===== config.mk =====
export PLATFORM = sky130hd
export DESIGN_NAME = bus_upsizer
export DESIGN_NICKNAME = d
export VERILOG_FILES = /design/src/rtl/upsz_pkg.sv /design/src/rtl/upsz_addr_map.sv /design/src/rtl/upsz_wr_steer.sv /design/src/rtl/upsz_rd_select.sv /design/src/rtl/bus_upsizer.sv
export SDC_FILE = /design/constraint.sdc
export NUM_CORES = 1
export LEC_CHECK = 0
export ABC_AREA = 1
export CORE_UTILIZATION = 46
export CTS_CLUSTER_DIAMETER = 60
export DETAILED_ROUTE_END_ITERATION = 7
export GPL_ROUTABILITY_DRIVEN = 0
export PLACE_DENSITY = 0.87
export SYNTH_ARGS = -nofsm -noshare
export SYNTH_HDL_FRONTEND = slang
export SYNTH_HIERARCHICAL = 1
export SYNTH_SLANG_ARGS = --single-unit

===== constraint.sdc =====
create_clock -name clk -period 2.9 [get_ports clk]
set_input_delay 0.435 -clock clk [delete_from_list [all_inputs] [get_ports clk]]
set_output_delay 0.435 -clock clk [all_outputs]
set_load 0.02 [all_outputs]

===== src/rtl/upsz_pkg.sv =====
package upsz_pkg;

  typedef enum logic [1:0] {
    ST_IDLE  = 2'd0,
    ST_ISSUE = 2'd1,
    ST_RESP  = 2'd2
  } upsz_state_e;

endpackage


===== src/rtl/upsz_addr_map.sv =====
module upsz_addr_map #(
  parameter int ADDR_W = 32,
  parameter int MST_DW = 32,
  parameter int SLV_DW = 64
) (
  input  logic [ADDR_W-$clog2(MST_DW/8)-1:0] mst_word_addr,
  output logic [ADDR_W-$clog2(SLV_DW/8)-1:0] slv_word_addr,
  output logic [$clog2(SLV_DW/MST_DW)-1:0]   lane_grp
);
  localparam int MST_OFF = $clog2(MST_DW / 8);
  localparam int SLV_OFF = $clog2(SLV_DW / 8);
  localparam int GRP_W   = SLV_OFF - MST_OFF;
  localparam int MA_W    = ADDR_W - MST_OFF;

  // low bits of the master word address choose the lane group,
  // the rest is the slave word address
  assign lane_grp      = mst_word_addr[GRP_W-1:0];
  assign slv_word_addr = mst_word_addr[MA_W-1:GRP_W];

endmodule


===== src/rtl/upsz_wr_steer.sv =====
module upsz_wr_steer #(
  parameter int MST_DW = 32,
  parameter int SLV_DW = 64
) (
  input  logic [$clog2(SLV_DW/MST_DW)-1:0] lane_grp,
  input  logic [MST_DW/8-1:0]              mst_be,
  input  logic [MST_DW-1:0]                mst_wdata,
  output logic [SLV_DW/8-1:0]              slv_be,
  output logic [SLV_DW-1:0]                slv_wdata
);
  localparam int RATIO = SLV_DW / MST_DW;
  localparam int MBE_W = MST_DW / 8;
  localparam int GRP_W = $clog2(RATIO);

  for (genvar g = 0; g < RATIO; g++) begin : g_lane
    // data is copied to every group; the byteenables pick the real target
    assign slv_wdata[g*MST_DW +: MST_DW] = mst_wdata;
    assign slv_be[g*MBE_W +: MBE_W] =
      (lane_grp == GRP_W'(g)) ? mst_be : '0;
  end

endmodule


===== src/rtl/upsz_rd_select.sv =====
module upsz_rd_select #(
  parameter int MST_DW = 32,
  parameter int SLV_DW = 64
) (
  input  logic [$clog2(SLV_DW/MST_DW)-1:0] lane_grp,
  input  logic [SLV_DW-1:0]                slv_rdata,
  output logic [MST_DW-1:0]                mst_rdata
);
  localparam int RATIO = SLV_DW / MST_DW;
  localparam int GRP_W = $clog2(RATIO);

  always_comb begin
    mst_rdata = '0;
    for (int g = 0; g < RATIO; g++) begin
      if (lane_grp == GRP_W'(g)) mst_rdata = slv_rdata[g*MST_DW +: MST_DW];
    end
  end

endmodule


===== src/rtl/bus_upsizer.sv =====
module bus_upsizer #(
  parameter int ADDR_W = 32,
  parameter int MST_DW = 32,
  parameter int SLV_DW = 64
) (
  input  logic                                clk,
  input  logic                                rst,
  input  logic [ADDR_W-$clog2(MST_DW/8)-1:0]  m_address,
  input  logic                                m_read,
  input  logic                                m_write,
  input  logic [MST_DW/8-1:0]                 m_byteenable,
  input  logic [MST_DW-1:0]                   m_writedata,
  output logic [MST_DW-1:0]                   m_readdata,
  output logic                                m_waitrequest,
  output logic [ADDR_W-$clog2(SLV_DW/8)-1:0]  s_address,
  output logic                                s_read,
  output logic                                s_write,
  output logic [SLV_DW/8-1:0]                 s_byteenable,
  output logic [SLV_DW-1:0]                   s_writedata,
  input  logic [SLV_DW-1:0]                   s_readdata,
  input  logic                                s_waitrequest
);
  import upsz_pkg::*;

  localparam int RATIO = SLV_DW / MST_DW;
  localparam int GRP_W = $clog2(RATIO);
  localparam int SWA_W = ADDR_W - $clog2(SLV_DW / 8);
  localparam int SBE_W = SLV_DW / 8;

  upsz_state_e        state;
  logic [SWA_W-1:0]   map_addr;
  logic [GRP_W-1:0]   map_grp;
  logic [SBE_W-1:0]   steer_be;
  logic [SLV_DW-1:0]  steer_wd;
  logic [MST_DW-1:0]  pick_rd;

  logic [SWA_W-1:0]   addr_q;
  logic [GRP_W-1:0]   grp_q;
  logic [SBE_W-1:0]   be_q;
  logic [SLV_DW-1:0]  wd_q;
  logic [MST_DW-1:0]  rd_q;
  logic               srd_q;
  logic               swr_q;
  logic               wait_q;

  upsz_addr_map #(.ADDR_W(ADDR_W), .MST_DW(MST_DW), .SLV_DW(SLV_DW)) u_map (
    .mst_word_addr (m_address),
    .slv_word_addr (map_addr),
    .lane_grp      (map_grp)
  );

  upsz_wr_steer #(.MST_DW(MST_DW), .SLV_DW(SLV_DW)) u_steer (
    .lane_grp  (map_grp),
    .mst_be    (m_byteenable),
    .mst_wdata (m_writedata),
    .slv_be    (steer_be),
    .slv_wdata (steer_wd)
  );

  upsz_rd_select #(.MST_DW(MST_DW), .SLV_DW(SLV_DW)) u_rsel (
    .lane_grp  (grp_q),
    .slv_rdata (s_readdata),
    .mst_rdata (pick_rd)
  );

  always_ff @(posedge clk) begin
    if (rst) begin
      state  <= ST_IDLE;
      srd_q  <= 1'b0;
      swr_q  <= 1'b0;
      wait_q <= 1'b1;
      addr_q <= '0;
      grp_q  <= '0;
      be_q   <= '0;
      wd_q   <= '0;
      rd_q   <= '0;
    end else begin
      case (state)
        ST_IDLE: begin
          if (m_read || m_write) begin
            srd_q  <= m_read;
            swr_q  <= m_write && !m_read;
            addr_q <= map_addr;
            grp_q  <= map_grp;
            be_q   <= steer_be;
            wd_q   <= steer_wd;
            state  <= ST_ISSUE;
          end
        end
        ST_ISSUE: begin
          if (!s_waitrequest) begin
            srd_q  <= 1'b0;
            swr_q  <= 1'b0;
            wait_q <= 1'b0;
            if (srd_q) rd_q <= pick_rd;
            state  <= ST_RESP;
          end
        end
        ST_RESP: begin
          wait_q <= 1'b1;
          state  <= ST_IDLE;
        end
        default: state <= ST_IDLE;
      endcase
    end
  end

  assign s_address     = addr_q;
  assign s_read        = srd_q;
  assign s_write       = swr_q;
  assign s_byteenable  = be_q;
  assign s_writedata   = wd_q;
  assign m_readdata    = rd_q;
  assign m_waitrequest = wait_q;

endmodule


Yosys cells after proc, flatten, opt, wreduce, memory -nomap -nowiden. Cells that the tools add are included.

RAM bits: 0. Output and inout port bits: 136. Input port bits: 135. Bits in latches: 0. Register bits after elaboration: 139. Memory bits (read-only): 0. Memories: 0.

Order comparisons: 0. Mux-type cells: 12. Multipliers: 0. Add/sub/neg operators: 0. Reductions and logical operators: 11. Divide/modulo/power cells: 0. Shift operators: 0. Bitwise operators: 1. Eq/ne operators: 4.

Operators by type and width (number): 32-bit 2-to-1 mux (1); 4-bit 2-to-1 mux (2); 1-bit case mux with 2 select lines (3); 2-bit AND reduction (3); 3-bit AND reduction (2); 2-bit 2-to-1 mux (2); 2-bit inequality test (second input constant) (2); 2-bit case mux with 2 select lines (1); 2-bit nonzero test (2); 1-bit 2-to-1 mux (3); 2-bit by 1-bit == test with 1-bit output (second input constant) (1); 2-bit == test (second input constant) (1); 2-bit zero test (1); 1-bit logical AND (1); 1-bit zero test (1); 1-bit logical OR (1); 1-bit inverter (1).

Longest topological paths before layout. Gate-level depths: netlist of the first run.

Depth after elaboration: 4. Mapped depth: 8.

Modules after synthesis. Netlist of the first run, hierarchy kept.

By module, submodules not included: bus_upsizer (cells an instance 610, times used 1, seq. area each 2782.7 µm², area each 4852.2 µm²); upsz_wr_steer (cells an instance 81, times used 1, seq. area each 0.0 µm², area each 551.8 µm²); upsz_rd_select (cells an instance 104, times used 1, seq. area each 0.0 µm², area each 491.7 µm²); upsz_addr_map (cells an instance 30, times used 1, seq. area each 0.0 µm², area each 225.2 µm²).

Least setup slack after synthesis of the first run. OpenSTA, ideal clock, no wires.

Path kind: in2reg. From: input port m_read. To: register wd_q[17] (netlist: s_writedata[17]). Setup slack: 1.691 ns. Cell stages on the path: 7. Arrival: 1.096 ns. Cells stage by stage: inv_1 > nand2_1 > nand2_4 > buf_4 > buf_2 > o21ai_1 > nor2_1.

Longest elaborated chain between the ends: 2.

RTL lines: start: declaration (line bus_upsizer.sv:9) `input logic m_read,`; 1-bit logical OR (line bus_upsizer.sv:80) `if (m_read || m_write) begin`; 2-bit AND reduction (no source line); end signal: assignment (line bus_upsizer.sv:86) `wd_q <= steer_wd;`; end: declaration (line bus_upsizer.sv:40) `logic [SLV_DW-1:0] wd_q;`.

Every way passes these cells. A chain may end at the register's enable or synchronous reset.

Worst setup path after layout of the first run.
From: register addr_q[28] (netlist: s_address[28]). To: output port s_address[28].

RTL lines: start: declaration (line bus_upsizer.sv:37) `logic [SWA_W-1:0] addr_q;`; start signal: assignment (line bus_upsizer.sv:83) `addr_q <= map_addr;`; end: declaration (line bus_upsizer.sv:15) `output logic [ADDR_W-$clog2(SLV_DW/8)-1:0] s_address,`.

No word-level cell between the ends.

==> results of run 1 <==
## cell usage in the layout (no fill, tap or decap)
cell / instances
nor2_1: 274
clkdlybuf4s50_1: 270
dfxtp_1: 139
o21ai_0: 95
nand2_1: 94
o21ai_1: 40
clkbuf_16: 17
inv_1: 14
nand2_2: 10
clkinvlp_4: 6
clkbuf_8: 5
clkinv_2: 4
a21oi_1: 4
buf_12: 4
nand3_1: 3
buf_4: 3
nor2_2: 2
inv_2: 2
nand2_4: 1
nand4_1: 1
bufinv_16: 1
inv_8: 1
## sequential cells by signal, indices dropped and copies added (netlist names)
register and flops:
s_read 1, m_waitrequest 1, s_write 1, s_writedata 64
s_byteenable 8, grp_q 1, s_address 29, state 2
m_readdata 32
## path summary, 6_finish.rpt
check / endpoint / slack [ns] / cells after the start
max reg2reg: m_readdata[2] / 1.23 / 6
min: s_writedata[1] / 0.48 / 2
max: s_address[28] / 1.06 / 1
min reg2reg: s_writedata[1] / 0.48 / 2
## cells in the mapped netlist, types with 2 or more instances
library cell	count	area [µm²]
dfxtp_1	139	2780
nand2_2	10	62.6
nand2_1	94	353
nor2_2	2	12.5
buf_6	15	169
o21ai_1	40	200
clkbuf_1	20	75.1
a21oi_1	4	20.0
buf_4	99	743
inv_1	14	52.6
inv_2	3	11.3
nor2_1	274	1030
clkbuf_8	3	41.3
nand3_1	3	15.0
buf_2	6	30.0
o21ai_0	95	475
## cells by family (layout without fill, tap and decap cells)
family | count (synthesis) | count (layout) | share of synthesized area
AO/OA/AOI/OAI | 139 | 139 | 0.114
buffers and inverters | 162 | 327 | 0.188
flip-flops | 139 | 139 | 0.455
AND/OR/NAND/NOR | 385 | 385 | 0.243
## cell type report
class                      instances  area share
tap                              172      0.0249
inverter                          18     0.00883
clock inverter                    10      0.0104
multi-input combinational        524       0.253
sequential                       139       0.322
clock buffer                      22      0.0571
timing repair buffer             277       0.324
## routing by layer
layer  GRT usage  wire, µm  vias to the layer above
met4       0.123       424                        0
met3      0.0613       980                       32
met2       0.394      7810                      190
li1            -         -                     2797
met1       0.243      6220                     2414
met5           0         0                        -
## report_power, final
part	switching (mW)	internal [mW]
Combinational	0.654	0.595
Sequential	0.0917	2.08
Clock	0.790	1.29
Total	1.54	3.97
==> impl_table.tex, run 1 <==
\begin{tabular}{lr}
\hline
Metric & Value \\
\hline
\multicolumn{2}{l}{\textbf{Outcome}} \\
Outcome & completed \\
\multicolumn{2}{l}{\textbf{STA}} \\
Min Hold Slack & between 0.4 and 0.5 ns \\
RSZ-0062 raised after global routing & false \\
Slew of the pin with the lowest slew margin & 0.554 ns \\
Slew Viols, Final & 0 \\
Final Hold Vio Count & 0 \\
Final cycle utilization of the critical path & 0.633 \\
Maximum clock skew at final layout & roughly 0.008 ns \\
Worst rel slew slack & 0.630 \\
Max Clk Rate & 545 MHz \\
Number of setup violations in the final report & 0 \\
Setup Total Neg Slack & 0 ns \\
Post-layout minimum cycle time & roughly 1.8 ns \\
Final worst setup slack & approximately 1.1 ns \\
\multicolumn{2}{l}{\textbf{Routing}} \\
Number of violations reported at the end of detailed-routing iteration 0 & 496 \\
DR pass1 iterations & 5 \\
DR vias/cell & roughly 4.7 \\
Wire length reported by the detailed router & 15.4 mm \\
Drc violations & 0 \\
Via count & 5433 \\
Drt wl/cell & around 13 µm \\
Remaining number of nets flagged by the antenna check after routing & 0 \\
\multicolumn{2}{l}{\textbf{Synthesis}} \\
Count of flip-flops with a built-in enable after synthesis & 0 \\
Post-synthesis cell type count & 20 \\
Average footprint of a synthesized cell & $\sim$7.4 µm² \\
Cell area after technology mapping & 0.00612 mm² \\
Primary flip-flop cell chosen by synthesis mapping & dfxtp\_1 \\
Number of standard cells after synthesis & 825 \\
Fraction of the yosys area taken by sequential cells & 0.455 \\
Number of storage elements in the synthesis netlist & approximately 140 \\
Warnings, synthesis & 6 \\
FFs w/ async S/R, synth & 0 \\
Post-synth net total & between 900 and 1000 \\
\multicolumn{2}{l}{\textbf{Pwr}} \\
Power density relative to cell area & 636 mW/mm² \\
P\_leak & between 3 and 4 nW \\
VDD IR-drop max & 0.493 mV \\
Post-layout total power & 5.50 mW \\
\multicolumn{2}{l}{\textbf{Die}} \\
X dimension of the die & roughly 120 µm \\
CORE AREA & about 0.013 mm² \\
Starting density of the core & 0.479 \\
Die Footprint & roughly 0.014 mm² \\
Rows & slightly above 40 \\
Io pins & about 270 \\
Die boundary height & between 100 and 150 µm \\
\multicolumn{2}{l}{\textbf{CTS}} \\
Clk Latency, worst-skew pair & 0.41 ns \\
H-tree Lvls & 4 \\
CTS Root Buffer Type & clkbuf\_16 \\
TritonCTS clock tree & built \\
Largest buffer count on any clock path & 2 \\
CTS sink count & $\sim$140 \\
Total clock buffers created by CTS & 17 \\
Hold\_buf cts & 0 \\
Reg clk slew, reported paths & roughly 0.060 ns \\
Post-cts resize count & 0 \\
Count of buffers added by post-CTS timing repair for setup & 0 \\
\multicolumn{2}{l}{\textbf{Hold path}} \\
Critical hold path startpoint & s\_writedata[1] \\
Min-delay worst type & reg2reg \\
\multicolumn{2}{l}{\textbf{Critical path}} \\
Delay of the slowest cell on the worst path & 0.63 ns \\
Critical Path End Type & output pin \\
Top cell family by delay on the critical path & buffers and inverters \\
Slowest cell on the critical path & clkdlybuf4s50\_1 \\
Worst Path Required & 2.47 ns \\
Start point of the critical path & s\_address[28] \\
Worst path bufs/invs & 1 \\
Cell-by-cell trace of the critical path & clkdlybuf4s50\_1 \\
Critical path launch point type & flop \\
Maximum fanout along the worst path & 2 \\
Arrival @ worst endpoint & between 1 and 1.5 ns \\
Start-to-end type of the worst setup path & reg2out \\
Reg-to-reg startpoint & state[0] \\
\multicolumn{2}{l}{\textbf{Final layout}} \\
Area of the multi-input gates & between 0.002 and 0.0025 mm² \\
Final Instance Count excl. Fillers & approximately 1200 \\
Fraction of layout instances using a drive strength above 1 & 0.0566 \\
Post-route standard cell area excluding fillers & around 0.0086 mm² \\
Number of nets in the layout & roughly 1100 \\
Post-layout utilization of the core & 0.677 \\
Reg area & between 0.002 and 0.003 mm² \\
Fill cell total of the finished layout & 1031 \\
Count of inserted antenna diode cells & 0 \\
Syn-to-layout area delta & 41.3\% \\
\multicolumn{2}{l}{\textbf{Placement}} \\
HPWL after DPL & 10.9 mm \\
Cell area after placement & 0.00806 mm² \\
Worst setup slack after placement & slightly above 0.8 ns \\
\# port buffers & 270 \\
Cells after DPL & 1130 \\
\multicolumn{2}{l}{\textbf{Flow run}} \\
Max-cap violations & 0 \\
\multicolumn{2}{l}{\textbf{Global route}} \\
GRT overflow & 0 \\
Antenna violations before repair & 0 \\
Largest net degree at the start of global routing & roughly 110 \\
Global-route wire length before repair & around 25 mm \\
GRT Overall Usage & 0.224 \\
Via count of the first global-routing pass & roughly 5200 \\
\hline
\end{tabular}
Note: power is estimated with default switching activity, not from simulation.
==> inputs of run 2 (changes only) <==
--- a/config.mk
+++ b/config.mk
@@ -6,11 +6,11 @@
 export NUM_CORES = 1
 export LEC_CHECK = 0
 export ABC_AREA = 1
-export CORE_UTILIZATION = 46
+export CORE_UTILIZATION = 39
 export CTS_CLUSTER_DIAMETER = 60
 export DETAILED_ROUTE_END_ITERATION = 7
 export GPL_ROUTABILITY_DRIVEN = 0
-export PLACE_DENSITY = 0.87
+export PLACE_DENSITY = 0.78
 export SYNTH_ARGS = -nofsm -noshare
 export SYNTH_HDL_FRONTEND = slang
 export SYNTH_HIERARCHICAL = 1
==> constraint.sdc (replaced) <==
create_clock -name clk -period 1.59 [get_ports clk]
set_input_delay 0.2385 -clock clk [delete_from_list [all_inputs] [get_ports clk]]
set_output_delay 0.2385 -clock clk [all_outputs]
set_load 0.02 [all_outputs]
==> run 2 against run 1 <==
  * Clock skew barely moved
  * Critical path depth is 5 higher
  * Cell count up 4.6%
  * Combinational power up 74%
  * Die area is 18% higher
  * Sequential share of layout area fell by 0.37 points
  * Critical path type is now reg2reg
  * Via count increased by 0.99%
  * Final area up 1.2%
  * Worst setup slack lost 0.87 ns
  * Clock power rose by 99%
==> impl_table.tex, run 2 (synthesis gave the netlist of run 1 again) <==
\begin{tabular}{lr}
\hline
Metric & Value \\
\hline
\multicolumn{2}{l}{\textbf{STA}} \\
Slew of the pin with the lowest slew margin & 0.544 ns (-0.0100 ns) \\
Number of setup violations in the final report & 0 (unchanged) \\
Max Clk Rate & 717 MHz \\
Worst rel slew slack & 0.637 (+0.00668) \\
Maximum clock skew at final layout & 0.00777 ns (-0.000247 ns) \\
Slew Viols, Final & 0 (unchanged) \\
Final cycle utilization of the critical path & 0.877 \\
RSZ-0062 raised after global routing & false \\
Setup Total Neg Slack & 0 ns (unchanged) \\
Final Hold Vio Count & 0 (unchanged) \\
Post-layout minimum cycle time & around 1.4 ns \\
\multicolumn{2}{l}{\textbf{CTS}} \\
TritonCTS clock tree & built \\
Total clock buffers created by CTS & 17 (unchanged) \\
Hold\_buf cts & 0 (unchanged) \\
Largest buffer count on any clock path & 2 (unchanged) \\
Clk Latency, worst-skew pair & 0.42 ns (about the same) \\
CTS sink count & 139 (unchanged) \\
CTS Root Buffer Type & clkbuf\_16 \\
H-tree Lvls & 4 (unchanged) \\
Reg clk slew, reported paths & 0.06 ns (about the same) \\
\multicolumn{2}{l}{\textbf{Routing}} \\
Via count & 5487 (+0.99\%) \\
Number of violations reported at the end of detailed-routing iteration 0 & 304 (-39\%) \\
Wire length reported by the detailed router & 15.8 mm (+2.6\%) \\
DR vias/cell & 4.51 (-3.5\%) \\
Drc violations & 0 (unchanged) \\
Remaining number of nets flagged by the antenna check after routing & 0 (unchanged) \\
DR pass1 iterations & 4 (-1) \\
Drt wl/cell & 13.0 µm (-2.0\%) \\
\multicolumn{2}{l}{\textbf{Hold path}} \\
Min-delay worst type & in2reg \\
Hold path cells & 3 (+1) \\
\multicolumn{2}{l}{\textbf{Die}} \\
Io pins & 271 (unchanged) \\
Starting density of the core & 0.401 (-0.0780) \\
CORE AREA & 0.0153 mm² (+19\%) \\
X dimension of the die & 127 µm (+8.5\%) \\
Die boundary height & 127 µm (+8.5\%) \\
Die Footprint & 0.0162 mm² (+18\%) \\
Rows & 45 (+9.8\%) \\
\multicolumn{2}{l}{\textbf{Critical path}} \\
Worst Path Required & 1.93 ns (-0.54 ns) \\
Critical path launch point type & flop \\
Start-to-end type of the worst setup path & reg2reg \\
Maximum fanout along the worst path & 32 (+30) \\
Arrival @ worst endpoint & 1.73 ns (+0.33 ns) \\
Critical Path End Type & flop \\
Number of cells on the worst reg-to-reg path & 6 (unchanged) \\
\multicolumn{2}{l}{\textbf{Global route}} \\
Largest net degree at the start of global routing & 66 (-38\%) \\
GRT overflow & 0 (unchanged) \\
Antenna violations before repair & 0 (unchanged) \\
Via count of the first global-routing pass & 5044 (-2.2\%) \\
GRT Overall Usage & 0.197 (-0.0271) \\
Global-route wire length before repair & 24.9 mm (+1.1\%) \\
\multicolumn{2}{l}{\textbf{Placement}} \\
Cells after DPL & 1184 (+4.8\%) \\
Cell area after placement & 0.00829 mm² (+2.8\%) \\
\# port buffers & 270 (unchanged) \\
HPWL after DPL & 11.6 mm (+6.0\%) \\
\multicolumn{2}{l}{\textbf{Final layout}} \\
Post-route standard cell area excluding fillers & 0.00875 mm² (+1.2\%) \\
Fraction of layout instances using a drive strength above 1 & 0.0706 (+0.0141) \\
Final Instance Count excl. Fillers & 1216 (+4.6\%) \\
Syn-to-layout area delta & 42.9\% \\
Number of nets in the layout & 1127 (+1.3\%) \\
Most common library cell in the layout ignoring fill and taps & nor2\_1 \\
Top library cells by usage in the layout, fill and taps aside & nor2\_1, dfxtp\_1, dlygate4sd2\_1 \\
Flip-flop count of the largest register, all copies and words added & 64 (unchanged) \\
Count of inserted antenna diode cells & 0 (unchanged) \\
\multicolumn{2}{l}{\textbf{Pwr}} \\
Power density relative to cell area & 1170 mW/mm² (+84\%) \\
VDD IR-drop max & 0.746 mV (+51\%) \\
P\_leak & 4.19 nW (+17\%) \\
\multicolumn{2}{l}{\textbf{Flow run}} \\
Max-cap violations & 0 (unchanged) \\
\multicolumn{2}{l}{\textbf{Outcome}} \\
Outcome & completed \\
\hline
\end{tabular}
[run 2: cell count changes in the layout (fill, tap and decap cells not counted), sizes merged]
cell / before / now
buf: 7 / 22
bufinv: 1 / 3
clkinv: 4 / 5
dlygate4sd2: 0 / 136
clkinvlp: 6 / 3
clkdlybuf4s50: 270 / 134
[run 2: cell type report]
cell class / count / area [µm²]
Multi-Input combinational cell: 524 / 2180
Fill cell: 1428 / 6510
Clock inverter: 10 / 136
Inverter: 18 / 77.6
Timing Repair Buffer: 292 / 2810
Sequential cell: 139 / 2780
Tap cell: 211 / 264
Clock buffer: 22 / 494
[run 2: metrics by stage]
stage / hold slack [ns] / util / worst slack (ns) / power, mW
after global placement: 0.452 / 0.543 / -0.0416 / 6.40
after floorplan: 0.308 / - / 0.426 / 5.42
after CTS: 0.409 / 0.573 / 0.167 / 10.4
after detailed placement: 0.465 / 0.543 / -0.0832 / 6.43
after global routing: 0.433 / 0.573 / 0.0463 / 10.7
final: 0.429 / 0.573 / 0.195 / 10.3
[run 2: critical path, cell delays in order, from the launching register on]
cell     delay [ns]
dfxtp_1        0.38
inv_1          0.09
nor2_2         0.12
nand2_1        0.09
inv_2          0.42
nor2_1         0.08
nor2_1         0.13
[run 2: worst paths after layout]
| check | start | end | slack [ns] |
|---|---|---|---|
| hold reg to reg | m_waitrequest | m_waitrequest | 0.47 |
| setup / recovery | state[0] | m_readdata[26] | 0.20 |
| hold / removal | m_read | s_read | 0.43 |
| setup reg to reg | state[0] | m_readdata[26] | 0.20 |
[run 2: layer usage]
| layer | track usage | up-vias | wire length (µm) |
|---|---|---|---|
| met5 | 0 | - | 0 |
| met4 | 0.0882 | 0 | 442 |
| met3 | 0.0687 | 27 | 1100 |
| met2 | 0.343 | 176 | 7980 |
| met1 | 0.216 | 2464 | 6320 |
| li1 | - | 2820 | - |
[run 2: repair_timing]
action,4_1_cts,5_1_grt
gates resized for setup,136,0
endpoints found under the setup margin,136,0
buffers inserted,0,0
[run 2: power by group]
group	leakage [nW]	switching (mW)	internal [mW]
logic	2.74	1.21	0.956
registers	1.15	0.153	3.80
clock network	0.305	1.46	2.67
